==> src/rtl/vld_pkg.sv <==
// Package vld_pkg
// Shared state encoding and width-code helpers for the unit-stride load sequencer.
// Assumes 64-bit vector registers split into eight byte lanes.
package vld_pkg;
    localparam int RF_BITS  = 64;
    localparam int RF_LANES = RF_BITS / 8;

    typedef logic [1:0] wcode_t;

    typedef enum logic [2:0] {
        ST_IDLE,
        ST_REQ,
        ST_WAIT,
        ST_WRITE,
        ST_FIN
    } vld_state_e;

    // Byte count of a width code (1, 2, 4 or 8).
    function automatic logic [3:0] code_bytes(wcode_t c);
        return 4'd1 << c;
    endfunction
endpackage

==> src/rtl/vld_ctrl.sv <==
// Module vld_ctrl
// Sequencing FSM: accepts a start when idle, then for each element raises a
// request, waits for its response and issues one write. It keeps the source and
// destination element counters. Assumes one response per granted request.
module vld_ctrl
    import vld_pkg::*;
#(
    parameter int VL_W = 4
) (
    input  logic            clk,
    input  logic            rst_n,
    input  logic            start,
    input  logic [VL_W-1:0] vl_in,
    input  logic            req_ready,
    input  logic            rsp_valid,
    output logic            accept,
    output logic            rsp_take,
    output logic            req_valid,
    output logic            wr_en,
    output logic            busy,
    output logic            done,
    output logic [VL_W-1:0] src_idx,
    output logic [VL_W-1:0] dst_idx
);
    vld_state_e      state;
    logic [VL_W-1:0] vl_q;
    logic [VL_W-1:0] src_nxt;
    logic [VL_W-1:0] dst_nxt;

    // Decode the handshake strobes from the current state.
    always_comb begin
        accept    = (state == ST_IDLE) && start;
        rsp_take  = (state == ST_WAIT) && rsp_valid;
        req_valid = (state == ST_REQ);
        wr_en     = (state == ST_WRITE);
        busy      = (state != ST_IDLE);
        done      = (state == ST_FIN);
        src_nxt   = src_idx + 1'b1;
        dst_nxt   = dst_idx + 1'b1;
    end

    // State and element-counter update.
    always_ff @(posedge clk) begin
        if (!rst_n) begin
            state   <= ST_IDLE;
            vl_q    <= '0;
            src_idx <= '0;
            dst_idx <= '0;
        end else begin
            case (state)
                ST_IDLE: begin
                    if (start) begin
                        vl_q    <= vl_in;
                        src_idx <= '0;
                        dst_idx <= '0;
                        state   <= (vl_in == '0) ? ST_FIN : ST_REQ;
                    end
                end
                ST_REQ:   if (req_ready) state <= ST_WAIT;
                ST_WAIT:  if (rsp_valid) state <= ST_WRITE;
                ST_WRITE: begin
                    src_idx <= src_nxt;
                    dst_idx <= dst_nxt;
                    state   <= ((src_nxt < vl_q) && (dst_nxt < vl_q)) ? ST_REQ : ST_FIN;
                end
                ST_FIN:   state <= ST_IDLE;
                default:  state <= ST_IDLE;
            endcase
        end
    end

    // source and destination counters never drift apart.
    p_lockstep_r4: assert property (@(posedge clk) disable iff (!rst_n)
        src_idx == dst_idx);

    // completion is a single-cycle pulse followed by idle.
    p_done_pulse_r4: assert property (@(posedge clk) disable iff (!rst_n)
        done |=> !done && !busy);

    // an empty vector completes in the next cycle with no request.
    p_empty_r5: assert property (@(posedge clk) disable iff (!rst_n)
        accept && (vl_in == '0) |=> done && !req_valid);
endmodule

==> src/rtl/vld_addr_gen.sv <==
// Module vld_addr_gen
// Combinational address of the current element:
// base + immediate + index * element bytes.
// Assumes the address wraps at ADDR_W bits and that VL_W < ADDR_W.
module vld_addr_gen
    import vld_pkg::*;
#(
    parameter int ADDR_W = 32,
    parameter int VL_W   = 4
) (
    input  logic [ADDR_W-1:0] base,
    input  logic [ADDR_W-1:0] imm,
    input  wcode_t            op_code,
    input  logic [VL_W-1:0]   idx,
    output logic [ADDR_W-1:0] addr
);
    localparam int PAD_W = ADDR_W - VL_W;

    logic [ADDR_W-1:0] step;

    // Scale the element index by the element size and add both offsets.
    always_comb begin
        step = {{PAD_W{1'b0}}, idx} << op_code;
        addr = base + imm + step;
    end
endmodule

==> src/rtl/vld_place.sv <==
// Module vld_place
// Works out where element j lands in the packed register group: register number,
// byte-lane enables and lane-aligned data. Assumes the element value is
// right-aligned in elem and that the destination width is at most 64 bits.
module vld_place
    import vld_pkg::*;
#(
    parameter int VL_W  = 4,
    parameter int REG_W = 5
) (
    input  logic                clk,
    input  logic                rst_n,
    input  logic                wr_en,
    input  logic [REG_W-1:0]    rt,
    input  wcode_t              dst_code,
    input  logic [VL_W-1:0]     j,
    input  logic [RF_BITS-1:0]  elem,
    output logic [REG_W-1:0]    rf_idx,
    output logic [RF_LANES-1:0] rf_be,
    output logic [RF_BITS-1:0]  rf_wdata
);
    localparam int POS_W = VL_W + 6;

    logic [POS_W-1:0]    bit_pos;
    logic [5:0]          bit_off;
    logic [RF_BITS-1:0]  val_mask;
    logic [RF_LANES-1:0] be_base;
    logic [RF_BITS-1:0]  lane_bits;

    // Bit position of the element within the register group.
    always_comb begin
        bit_pos = {6'b0, j} << (3'd3 + {1'b0, dst_code});
        bit_off = bit_pos[5:0];
        rf_idx  = rt + REG_W'(bit_pos >> 6);
    end

    // Lane pattern and value mask for the destination width.
    always_comb begin
        case (dst_code)
            2'd0:    begin be_base = 8'h01; val_mask = 64'h0000_0000_0000_00FF; end
            2'd1:    begin be_base = 8'h03; val_mask = 64'h0000_0000_0000_FFFF; end
            2'd2:    begin be_base = 8'h0F; val_mask = 64'h0000_0000_FFFF_FFFF; end
            default: begin be_base = 8'hFF; val_mask = 64'hFFFF_FFFF_FFFF_FFFF; end
        endcase
        rf_be    = be_base << bit_off[5:3];
        rf_wdata = (elem & val_mask) << bit_off;
    end

    // Expand the byte enables to a bit mask, used by the lane check.
    for (genvar g = 0; g < RF_LANES; g++) begin : g_lane
        assign lane_bits[g*8 +: 8] = {8{rf_be[g]}};
    end

    // the number of enabled lanes matches the destination width.
    p_be_count_r7: assert property (@(posedge clk) disable iff (!rst_n)
        wr_en |-> ($countones(rf_be) == int'(code_bytes(dst_code))));

    // no data bit is set outside the enabled lanes.
    p_lanes_r8: assert property (@(posedge clk) disable iff (!rst_n)
        wr_en |-> ((rf_wdata & ~lane_bits) == '0));
endmodule

==> src/rtl/vld_seq.sv <==
// Module vld_seq (top)
// Unit-stride vector load sequencer. It captures the operands on start, then
// issues one memory read per element and one packed register write per
// response. Assumes the memory side returns exactly one response per granted
// request and that data formatting is done upstream.
module vld_seq
    import vld_pkg::*;
#(
    parameter int ADDR_W = 32,
    parameter int VL_W   = 4,
    parameter int REG_W  = 5
) (
    input  logic                clk,
    input  logic                rst_n,
    input  logic                start,
    input  logic [ADDR_W-1:0]   base_addr,
    input  logic [ADDR_W-1:0]   imm_offs,
    input  logic [1:0]          op_size,
    input  logic [1:0]          dst_size,
    input  logic [VL_W-1:0]     vec_len,
    input  logic [REG_W-1:0]    rf_base,
    output logic                mem_req_valid,
    input  logic                mem_req_ready,
    output logic [ADDR_W-1:0]   mem_req_addr,
    output logic [1:0]          mem_req_size,
    input  logic                mem_rsp_valid,
    input  logic [63:0]         mem_rsp_data,
    output logic                rf_we,
    output logic [REG_W-1:0]    rf_idx,
    output logic [7:0]          rf_be,
    output logic [63:0]         rf_wdata,
    output logic                busy,
    output logic                done
);
    logic              accept;
    logic              rsp_take;
    logic [VL_W-1:0]   src_idx;
    logic [VL_W-1:0]   dst_idx;
    logic [ADDR_W-1:0] base_q;
    logic [ADDR_W-1:0] imm_q;
    wcode_t            op_q;
    wcode_t            dc_q;
    logic [REG_W-1:0]  rt_q;
    logic [63:0]       data_q;

    // Capture the operands when a start is accepted.
    always_ff @(posedge clk) begin
        if (!rst_n) begin
            base_q <= '0;
            imm_q  <= '0;
            op_q   <= '0;
            dc_q   <= '0;
            rt_q   <= '0;
        end else if (accept) begin
            base_q <= base_addr;
            imm_q  <= imm_offs;
            op_q   <= op_size;
            dc_q   <= dst_size;
            rt_q   <= rf_base;
        end
    end

    // Hold the returned element until it is written.
    always_ff @(posedge clk) begin
        if (!rst_n) data_q <= '0;
        else if (rsp_take) data_q <= mem_rsp_data;
    end

    vld_ctrl #(.VL_W(VL_W)) ctrl_i (
        .clk       (clk),
        .rst_n     (rst_n),
        .start     (start),
        .vl_in     (vec_len),
        .req_ready (mem_req_ready),
        .rsp_valid (mem_rsp_valid),
        .accept    (accept),
        .rsp_take  (rsp_take),
        .req_valid (mem_req_valid),
        .wr_en     (rf_we),
        .busy      (busy),
        .done      (done),
        .src_idx   (src_idx),
        .dst_idx   (dst_idx)
    );

    vld_addr_gen #(.ADDR_W(ADDR_W), .VL_W(VL_W)) addr_i (
        .base    (base_q),
        .imm     (imm_q),
        .op_code (op_q),
        .idx     (src_idx),
        .addr    (mem_req_addr)
    );

    vld_place #(.VL_W(VL_W), .REG_W(REG_W)) place_i (
        .clk      (clk),
        .rst_n    (rst_n),
        .wr_en    (rf_we),
        .rt       (rt_q),
        .dst_code (dc_q),
        .j        (dst_idx),
        .elem     (data_q),
        .rf_idx   (rf_idx),
        .rf_be    (rf_be),
        .rf_wdata (rf_wdata)
    );

    assign mem_req_size = op_q;

    // a stalled request holds its address until granted.
    p_hold_r3: assert property (@(posedge clk) disable iff (!rst_n)
        mem_req_valid && !mem_req_ready |=> mem_req_valid && $stable(mem_req_addr));

    // requesting and writing are mutually exclusive.
    p_excl_r3: assert property (@(posedge clk) disable iff (!rst_n)
        !(mem_req_valid && rf_we));

    // a start while busy does not restart the sequence.
    p_busy_start_r9: assert property (@(posedge clk) disable iff (!rst_n)
        busy && !done && start |=> busy);
endmodule

==> config.mk <==
export PLATFORM = sky130hd
export DESIGN_NAME = vld_seq
export DESIGN_NICKNAME = d
export VERILOG_FILES = /design/src/rtl/vld_pkg.sv /design/src/rtl/vld_ctrl.sv /design/src/rtl/vld_addr_gen.sv /design/src/rtl/vld_place.sv /design/src/rtl/vld_seq.sv
export SDC_FILE = /design/constraint.sdc
export NUM_CORES = 1
export LEC_CHECK = 0
export CAP_MARGIN = 20
export CELL_PAD_IN_SITES_DETAIL_PLACEMENT = 0
export CELL_PAD_IN_SITES_GLOBAL_PLACEMENT = 1
export CORE_UTILIZATION = 34
export DETAILED_ROUTE_END_ITERATION = 12
export HOLD_SLACK_MARGIN = 0.06
export MAX_ROUTING_LAYER = met4
export PLACE_DENSITY_LB_ADDON = 0.05
export SYNTH_ARGS = -nofsm -noshare
export SYNTH_HDL_FRONTEND = slang
export SYNTH_SLANG_ARGS = --single-unit
export TNS_END_PERCENT = 30
==> constraint.sdc <==
create_clock -name clk -period 4.4 [get_ports clk]
set_clock_uncertainty 0.15 [all_clocks]
set_input_delay 0.44 -clock clk [delete_from_list [all_inputs] [get_ports clk]]
set_output_delay 0.44 -clock clk [all_outputs]
set_load 0.05 [all_outputs]
# After elaboration in Yosys (flattened, before gate mapping)
# Cells that the tools add are included.
word_totals:
  word_cells: 54
  output_inout_bits: 115
  ff_bits: 152
  input_bits: 146
classes:
  n_bitwise: 1
  order_cmp: 2
  eq_ne: 9
  add_sub_neg: 6
  n_reduce_logical: 11
  mux: 11
  shifts: 4
op_table:
  columns: ["operator", "count"]
  rows:
  - ["one-hot mux 64 bit (3 select lines)", 1]
  - ["adder 32 bit", 2]
  - ["bitwise AND 64 bit", 1]
  - ["<< shifter 64 x 6 -> 64 bit", 1]
  - ["<< shifter 4 x 2 -> 32 bit", 1]
  - ["one-hot mux 8 bit (3 select lines)", 1]
  - ["one-hot mux 4 bit (2 select lines)", 2]
  - ["two-way mux 3 bit", 5]
  - ["one-hot mux 3 bit (4 select lines)", 1]
  - ["<< shifter 4 x 3 -> 10 bit", 1]
  - ["adder 4 x 1 -> 4 bit (second input constant)", 2]
  - ["< comparator 4 bit", 2]
  - ["<< shifter 8 x 3 -> 8 bit", 1]
  - ["equality test 3 x 2 -> 1 bit (second input constant)", 2]
  - ["adder 5 x 4 -> 5 bit", 1]
  - ["logical NOT 4 bit", 1]
  - ["two-way mux 4 bit", 1]
  - ["!= test 2 bit (second input constant)", 2]
  - ["AND reduction 2 bit", 2]
  - ["adder 2 x 2 -> 3 bit (first input constant)", 1]
  - ["equality test 3 x 1 -> 1 bit (second input constant)", 1]
  - ["equality test 3 bit (second input constant)", 1]
  - ["logical AND 1 bit", 3]
  - ["logical NOT 3 bit", 1]
  - ["other kinds (7)", 7]

# Longest topological paths before layout
# Gate-level depths: netlist of the first run.
depth:
  word_depth: 5
  ltp_mapped: 15
  ltp_nobuf: 14

# Hierarchy
# Synthesis of the first run repeated with hierarchy kept, for this count alone.
unflattened:
  cells_unflattened: 1618
  area_unflattened_um2: 13919.6
modules_own_cells:
  columns: ["mod", "cells_each", "seq_area_each_um2", "instances", "area_each_um2"]
  rows:
  - ["vld_seq", 441, 2742.6, 1, 5321.4]
  - ["vld_place", 754, 0.0, 1, 5188.7]
  - ["vld_addr_gen", 317, 0.0, 1, 2484.9]
  - ["vld_ctrl", 106, 300.3, 1, 924.6]

# Worst setup path before layout of the first run
# Ideal clock, no wire load.
synth_path:
  path_type: "register -> output"
  start: "register op_q[0], in the netlist mem_req_size[0]"
  end: "output mem_req_addr[25]"
  required_time_ns: 3.810
  path_slack_ns: -0.553
  path_stages_with_launch: 15
  n_path_buf: 1
  arrival_time_ns: 4.363
  path_cell_list: "dfxtp_1 -> clkbuf_1 -> mux2_2 -> nor2_1 -> a21oi_1 -> fa_1 -> fa_1 -> a211oi_1 -> nor2_1 -> a2111oi_4 -> o21ai_1 -> and3_1 -> nor2_1 -> o21bai_1 -> xor2_1"
synth_via:
  elab_chain_cells: 2
synth_rtl:
  columns: ["item", "line_no", "rtl"]
  rows:
  - ["start, declared", "vld_seq.sv:41", "wcode_t op_q;"]
  - ["start signal, assigned", "vld_seq.sv:57", "op_q <= op_size;"]
  - ["<< shifter 4 x 2 -> 32 bit", "vld_addr_gen.sv:23", "step = {{PAD_W{1'b0}}, idx} << op_code;"]
  - ["adder 32 bit", "vld_addr_gen.sv:24", "addr = base + imm + step;"]
  - ["end, declared", "vld_seq.sv:24", "output logic [ADDR_W-1:0] mem_req_addr,"]
# No other way between the ends.

# Worst setup path after layout of the first run
layout_path:
  start: "register op_q[0], in the netlist mem_req_size[0]"
  end: "output mem_req_addr[31]"
# The elaborated chain is that of the path after synthesis.

==> results.json, run 1 <==
{
  "synth_edf_count": 0,
  "clock_latency_ns": 0.43,
  "arrival_ns": 4.11,
  "critPathKind": "register to primary output",
  "gp_congestion": 0.965,
  "antenna_found_initial": 8,
  "hold_path_class": "register to register",
  "die_h_um": 189,
  "drv_slew": 0,
  "vdd_drop_max_mv": 0.274,
  "cp-start-kind": "register",
  "ys_seq_elements": 152,
  "clockBufferDepth": 2,
  "worst_pin_slew_ns": 0.942,
  "finalWirelength_um": 43300,
  "hp-start": "ctrl_i.vl_q[2]",
  "synth_top_area_share_pct": 25.5,
  "track_usage_pct": 24.9,
  "cts-buffers-inserted": 17,
  "r2r_setup_slack_ns": 2.03,
  "cts_sinks": 152,
  "yosysTopAreaCell": "dfxtp_1",
  "drc": 0,
  "max_slew_margin_pct": 37.2,
  "portBuffers": 260,
  "dp_cells": 2243,
  "drv_cap": 0,
  "fin_util_pct": 49.4,
  "fp.dieW_um": 189,
  "firstDrtPassIters": 6,
  "violations": "setup timing",
  "setup_violations": 7,
  "fin_crit_sh_pct": 107,
  "drtIter0Drc": 688,
  "syn_area_um2": 11900,
  "ios": 261,
  "syn_area_per_cell_um2": 7.52,
  "r2r-start": "ctrl_i.state[1]",
  "cts_tree": "built",
  "drive_gt1_share_pct": 17.0,
  "core_um2": 34500,
  "synth_area_leaders": "dfxtp_1 25%, nand2_1 12%, a21boi_0 9.2%",
  "setup_tns_ns": -1.29,
  "required_ns": 3.81,
  "synth_fp_nets": 1811,
  "synthArstFlopShare_pct": 0,
  "grt_pass1_vias": 12000,
  "grt_max_degree": 107,
  "path_clk_slew_ns": 0.06,
  "fmax_ghz": 0.213,
  "detail-route-antenna-nets": 0,
  "std_cell_rows": 68,
  "syn2layout_area_growth_pct": 43.0,
  "layout.nets": 2045,
  "cts-root-buf": "clkbuf_16",
  "yosysSeqAreaShare_pct": 25.5,
  "finalWorstSetupSlack_ns": -0.300,
  "syn_inst": 1587,
  "grt_first_pass_wirelength_um": 68200,
  "postCtsHoldBufs": 0,
  "final_common_cell": "nand2_1",
  "yosysWarningCount": 0,
  "synth_cell_type_count": 78,
  "cp-end-kind": "primary output",
  "timing.hold.ws_ns": 0.315,
  "ys.flop_type": "dfxtp_1",
  "grt_overflow_total": 0,
  "layoutNonFillerInstCount": 2295,
  "rsz0062_at_grt": "true",
  "critPathMaxFanout": 4,
  "run_status": "finished with violations",
  "drt-vias-per-instance": 5.28,
  "setup.worst_path.start": "mem_req_size[0]",
  "die-area_um2": 35900,
  "finalHoldViolCount": 0,
  "h-tree-depth": 4,
  "final_cell_mix": "382 x nand2_1, 156 x clkdlybuf4s50_1, 149 x dfxtp_1",
  "num_vias": 12100,
  "p_leak_uw": 0.00728,
  "dp_hpwl_um": 33500,
  "p_per_area_nw_per_um2": 269,
  "wire_per_inst_um": 18.9,
  "start_util_pct": 34.6,
  "min_period_ns": 4.70
}
-- worst max-delay path, stage by stage (launching register included) --
cell	delay, ns
dfxtp_4	0.39
buf_4	0.14
mux2i_2	0.26
mux2i_2	0.13
fa_1	0.59
ha_4	0.21
a211oi_2	0.23
nor2_2	0.09
a2111oi_4	0.33
buf_4	0.19
o21ai_4	0.07
a311oi_2	0.35
o21ai_1	0.13
a21oi_2	0.14
buf_6	0.13
xnor2_4	0.13
buf_12	0.16
-- cells by family (layout without fill, tap and decap cells) --
logic type | Yosys count | after routing | synth area share [%]
buffers and inverters | 137 | 382 | 5.29
AND/OR/NAND/NOR | 610 | 610 | 21.5
XOR/XNOR | 34 | 34 | 2.49
other | 0 | 8 | 0
adder cells (fa/ha/maj) | 78 | 78 | 8.74
flip-flops | 152 | 152 | 25.5
multiplexers | 121 | 121 | 10.5
AO/OA/AOI/OAI | 455 | 455 | 25.9
-- metal layers --
layer | up-vias | part of all wire, % | wire [µm] | global-route usage [%]
met5 | - | 0 | 0 | -
met4 | 0 | 2.7 | 1190 | 8.53
met3 | 57 | 5.4 | 2350 | 5.10
met2 | 327 | 47 | 20200 | 39.9
met1 | 5682 | 45 | 19500 | 31.0
li1 | 6056 | - | - | -
-- sequential cells by signal, summed over array words and instances, names as in the netlist --
register and flops:
ctrl_i.dst_idx 4, base_q 32, ctrl_i.state 3, mem_req_size 2
imm_q 32, dc_q 2, data_q 64, rt_q 5
ctrl_i.src_idx 4, ctrl_i.vl_q 4
-- cells in the mapped netlist (3+ instances only) --
cell type and n:
buf_6 5, ha_1 69, o221ai_1 12, o22ai_1 18
a21boi_0 147, buf_4 11, a21o_1 19, mux2i_1 106
a22oi_1 23, nor2_1 107, nor2_2 3, a31oi_1 5
and3_1 12, nand3_1 34, xor2_1 8, and2_1 9
nand2b_1 6, o2111ai_1 3, dfxtp_1 152, a211oi_1 15
o21ai_1 5, nor3_1 20, xnor2_1 26, mux2_2 11
o21ai_0 62, fa_1 9, o21bai_1 6, or2_2 5
or3_1 3, buf_1 8, nand2_1 385, o21a_1 8
a32oi_1 7, clkbuf_1 56, inv_1 25, o211ai_1 9
nor2b_1 5, buf_2 31, a21oi_1 87, nand4_1 4
o22a_1 3
-- what timing repair did --
| item | CTS | global route |
|---|---|---|
| pin swaps | 24 | 31 |
| cloned | 0 | 0 |
| resized for setup | 35 | 59 |
| endpoints found under the setup margin | 23 | 49 |
| buffers inserted | 6 | 9 |
-- power breakdown --
| part | total (µW) | internal, µW | switching, µW | leakage [µW] |
|---|---|---|---|---|
| clock network | 1460 | 872 | 583 | 0.000286 |
| registers | 1530 | 1460 | 64.8 | 0.00124 |
| logic | 1600 | 693 | 906 | 0.00575 |
-- stage by stage --
step                      setup WS [ns]  cell area (µm²)  total power, µW
after global routing             -0.474            17100             4810
after floorplan                  0.0234            12000             2420
final                            -0.300            17100             4580
after global placement          -0.0407            16000             3080
after CTS                        -0.287            16700             4600
after detailed placement        -0.0552            16000             3080
-- final cells by class --
type | count | area [µm²]
repair buffers | 326 | 4020
clock inverters | 8 | 97.6
inverters | 26 | 97.6
diodes | 8 | 20.0
clock buffers | 22 | 474
multi-input cells | 1298 | 8740
fillers | 3488 | 17500
well taps | 455 | 569
flip-flops and latches | 152 | 3050
-- path summary, 6_finish.rpt --
check	to	cells past startpoint
max	mem_req_addr[31]	16
max reg2reg	imm_q[27]	5
min	ctrl_i.vl_q[2]	2
min reg2reg	ctrl_i.vl_q[2]	2
Power figures use the tool's default switching activity.
==> inputs of run 2 (changes only) <==
Settings changed: TNS_END_PERCENT 30 to not set.
==> results.json, run 2 (synthesis gave the netlist of run 1 again) <==
{
  "wire_per_inst_um": 18.9,
  "cts-buffers-inserted": 17,
  "finalWirelength_um": 43500,
  "reg_top3": "data_q (64), base_q (32), imm_q (32)",
  "p_per_area_nw_per_um2": 268,
  "std_cell_rows": 68,
  "drt-vias-per-instance": 5.28,
  "power.share.switching_pct": 33.9,
  "antenna_found_initial": 8,
  "track_usage_pct": 24.9,
  "min_period_ns": 4.70,
  "path_clk_slew_ns": 0.06,
  "firstDrtPassIters": 6,
  "fin_crit_sh_pct": 107,
  "drive_gt1_share_pct": 17.3,
  "portBuffers": 260,
  "worst_pin_slew_ns": 0.929,
  "hold_path_class": "register to register",
  "syn2layout_area_growth_pct": 43.8,
  "rsz0062_at_grt": "true",
  "largest_reg_flops": 64,
  "vdd_drop_max_mv": 0.274,
  "cp-start-kind": "register",
  "fmax_ghz": 0.213,
  "clockBufferDepth": 2,
  "ios": 261,
  "final_common_cell": "nand2_1",
  "required_ns": 3.81,
  "p_clk_share_pct": 31.7,
  "drv_cap": 0,
  "drv_slew": 0,
  "finalHoldViolCount": 0,
  "timing.hold.ws_ns": 0.315,
  "p_leak_uw": 0.00732,
  "fp.dieW_um": 189,
  "cts-root-buf": "clkbuf_16",
  "comb_power_share_pct": 35.1,
  "critPathMaxFanout": 4,
  "cts_sinks": 152,
  "num_vias": 12200,
  "max_slew_margin_pct": 38.0,
  "core_um2": 34500,
  "finalWorstSetupSlack_ns": -0.300,
  "switchingPower_uw": 1560,
  "detail-route-antenna-nets": 0,
  "violations": "setup timing",
  "layout.nets": 2052,
  "h-tree-depth": 4,
  "clock_latency_ns": 0.43,
  "grt_overflow_total": 0,
  "cp-end-kind": "primary output",
  "drtIter0Drc": 626,
  "fin_util_pct": 49.7,
  "p_int_uw": 3040,
  "final_cell_mix": "382 x nand2_1, 156 x clkdlybuf4s50_1, 149 x dfxtp_1",
  "seq_power_share_pct": 33.3,
  "grt_first_pass_wirelength_um": 68300,
  "drc": 0,
  "postCtsHoldBufs": 0,
  "cts_tree": "built",
  "dp_hpwl_um": 33500,
  "die_h_um": 189,
  "critPathKind": "register to primary output",
  "start_util_pct": 34.6,
  "gp_congestion": 0.965,
  "grt_max_degree": 107,
  "top_register": "data_q",
  "die-area_um2": 35900,
  "grt_pass1_vias": 12100,
  "arrival_ns": 4.11,
  "run_status": "finished with violations",
  "setup_violations": 8
}
run 2: cell types whose count changed in the layout (fill, tap and decap cells not counted), moves of 2 or more:
cell / previous run / this run
xnor2_2: 8 / 6
buf_4: 73 / 77
buf_12: 92 / 90
mux2i_2: 8 / 5
mux2i_1: 98 / 101
buf_6: 3 / 6
run 2: power by group through the flow:
stage / Sequential [µW] / Clock [µW] / Combinational, µW
6_report: 1530 / 1450 / 1610
5_1_grt: 1540 / 1550 / 1730
4_1_cts: 1530 / 1500 / 1580
3_5_place_dp: 1560 / 0 / 1530
3_3_place_gp: 1560 / 0 / 1520
2_1_floorplan: 1540 / 0 / 883
run 2: worst paths after layout:
kind / to / cells after the start / slack (ns) / from
worst min register to register: ctrl_i.vl_q[2] / 2 / 0.32 / ctrl_i.vl_q[2]
worst max-delay path: mem_req_addr[31] / 16 / -0.30 / mem_req_size[0]
worst max register to register: imm_q[27] / 5 / 2.03 / ctrl_i.state[1]
worst min-delay path: ctrl_i.vl_q[2] / 2 / 0.32 / ctrl_i.vl_q[2]
run 2: worst max-delay path: stages, from the launching register on:
cell and delay (ns):
dfxtp_4 0.39, buf_4 0.14, mux2i_2 0.26, mux2i_2 0.13, fa_1 0.59, ha_4 0.21, a211oi_2 0.23, nor2_2 0.09
a2111oi_4 0.33, buf_4 0.20, o21ai_4 0.07, a311oi_2 0.36, o21ai_1 0.13, a21oi_2 0.14, buf_6 0.13, xnor2_4 0.13
buf_12 0.16
run 2: cell type report:
type	count	area [µm²]
Antenna cell	8	20.0
Clock buffer	22	474
Clock inverter	8	97.6
Fill cell	3479	17400
Inverter	26	97.6
Multi-Input combinational cell	1298	8760
Sequential cell	152	3050
Tap cell	455	569
Timing Repair Buffer	333	4100
run 2: layer usage:
layer	global-route usage [%]	wire length (µm)
met4	8.53	1230
met1	31.0	19600
met3	5.10	2380
met5	-	0
met2	40.0	20300
run 2: per-stage QoR:
step	setup TNS [ns]	total power, µW	instances	instance area [µm²]	setup slack [ns]
final	-1.46	4590	2302	17200	-0.300
after global routing	-3.49	4820	2302	17200	-0.476
after CTS	-1.25	4610	2281	16800	-0.287
after detailed placement	-0.0833	3080	2243	16000	-0.0552
after global placement	-0.0488	3080	2243	16000	-0.0407
after floorplan	0	2420	1587	12000	0.0234
run 2: repair_timing:
action | CTS | global route
endpoints found under the setup margin | 23 | 49
pin swaps | 32 | 36
resized for setup | 42 | 62
hold endpoints to repair | 0 | 0
setup buffers | 9 | 13
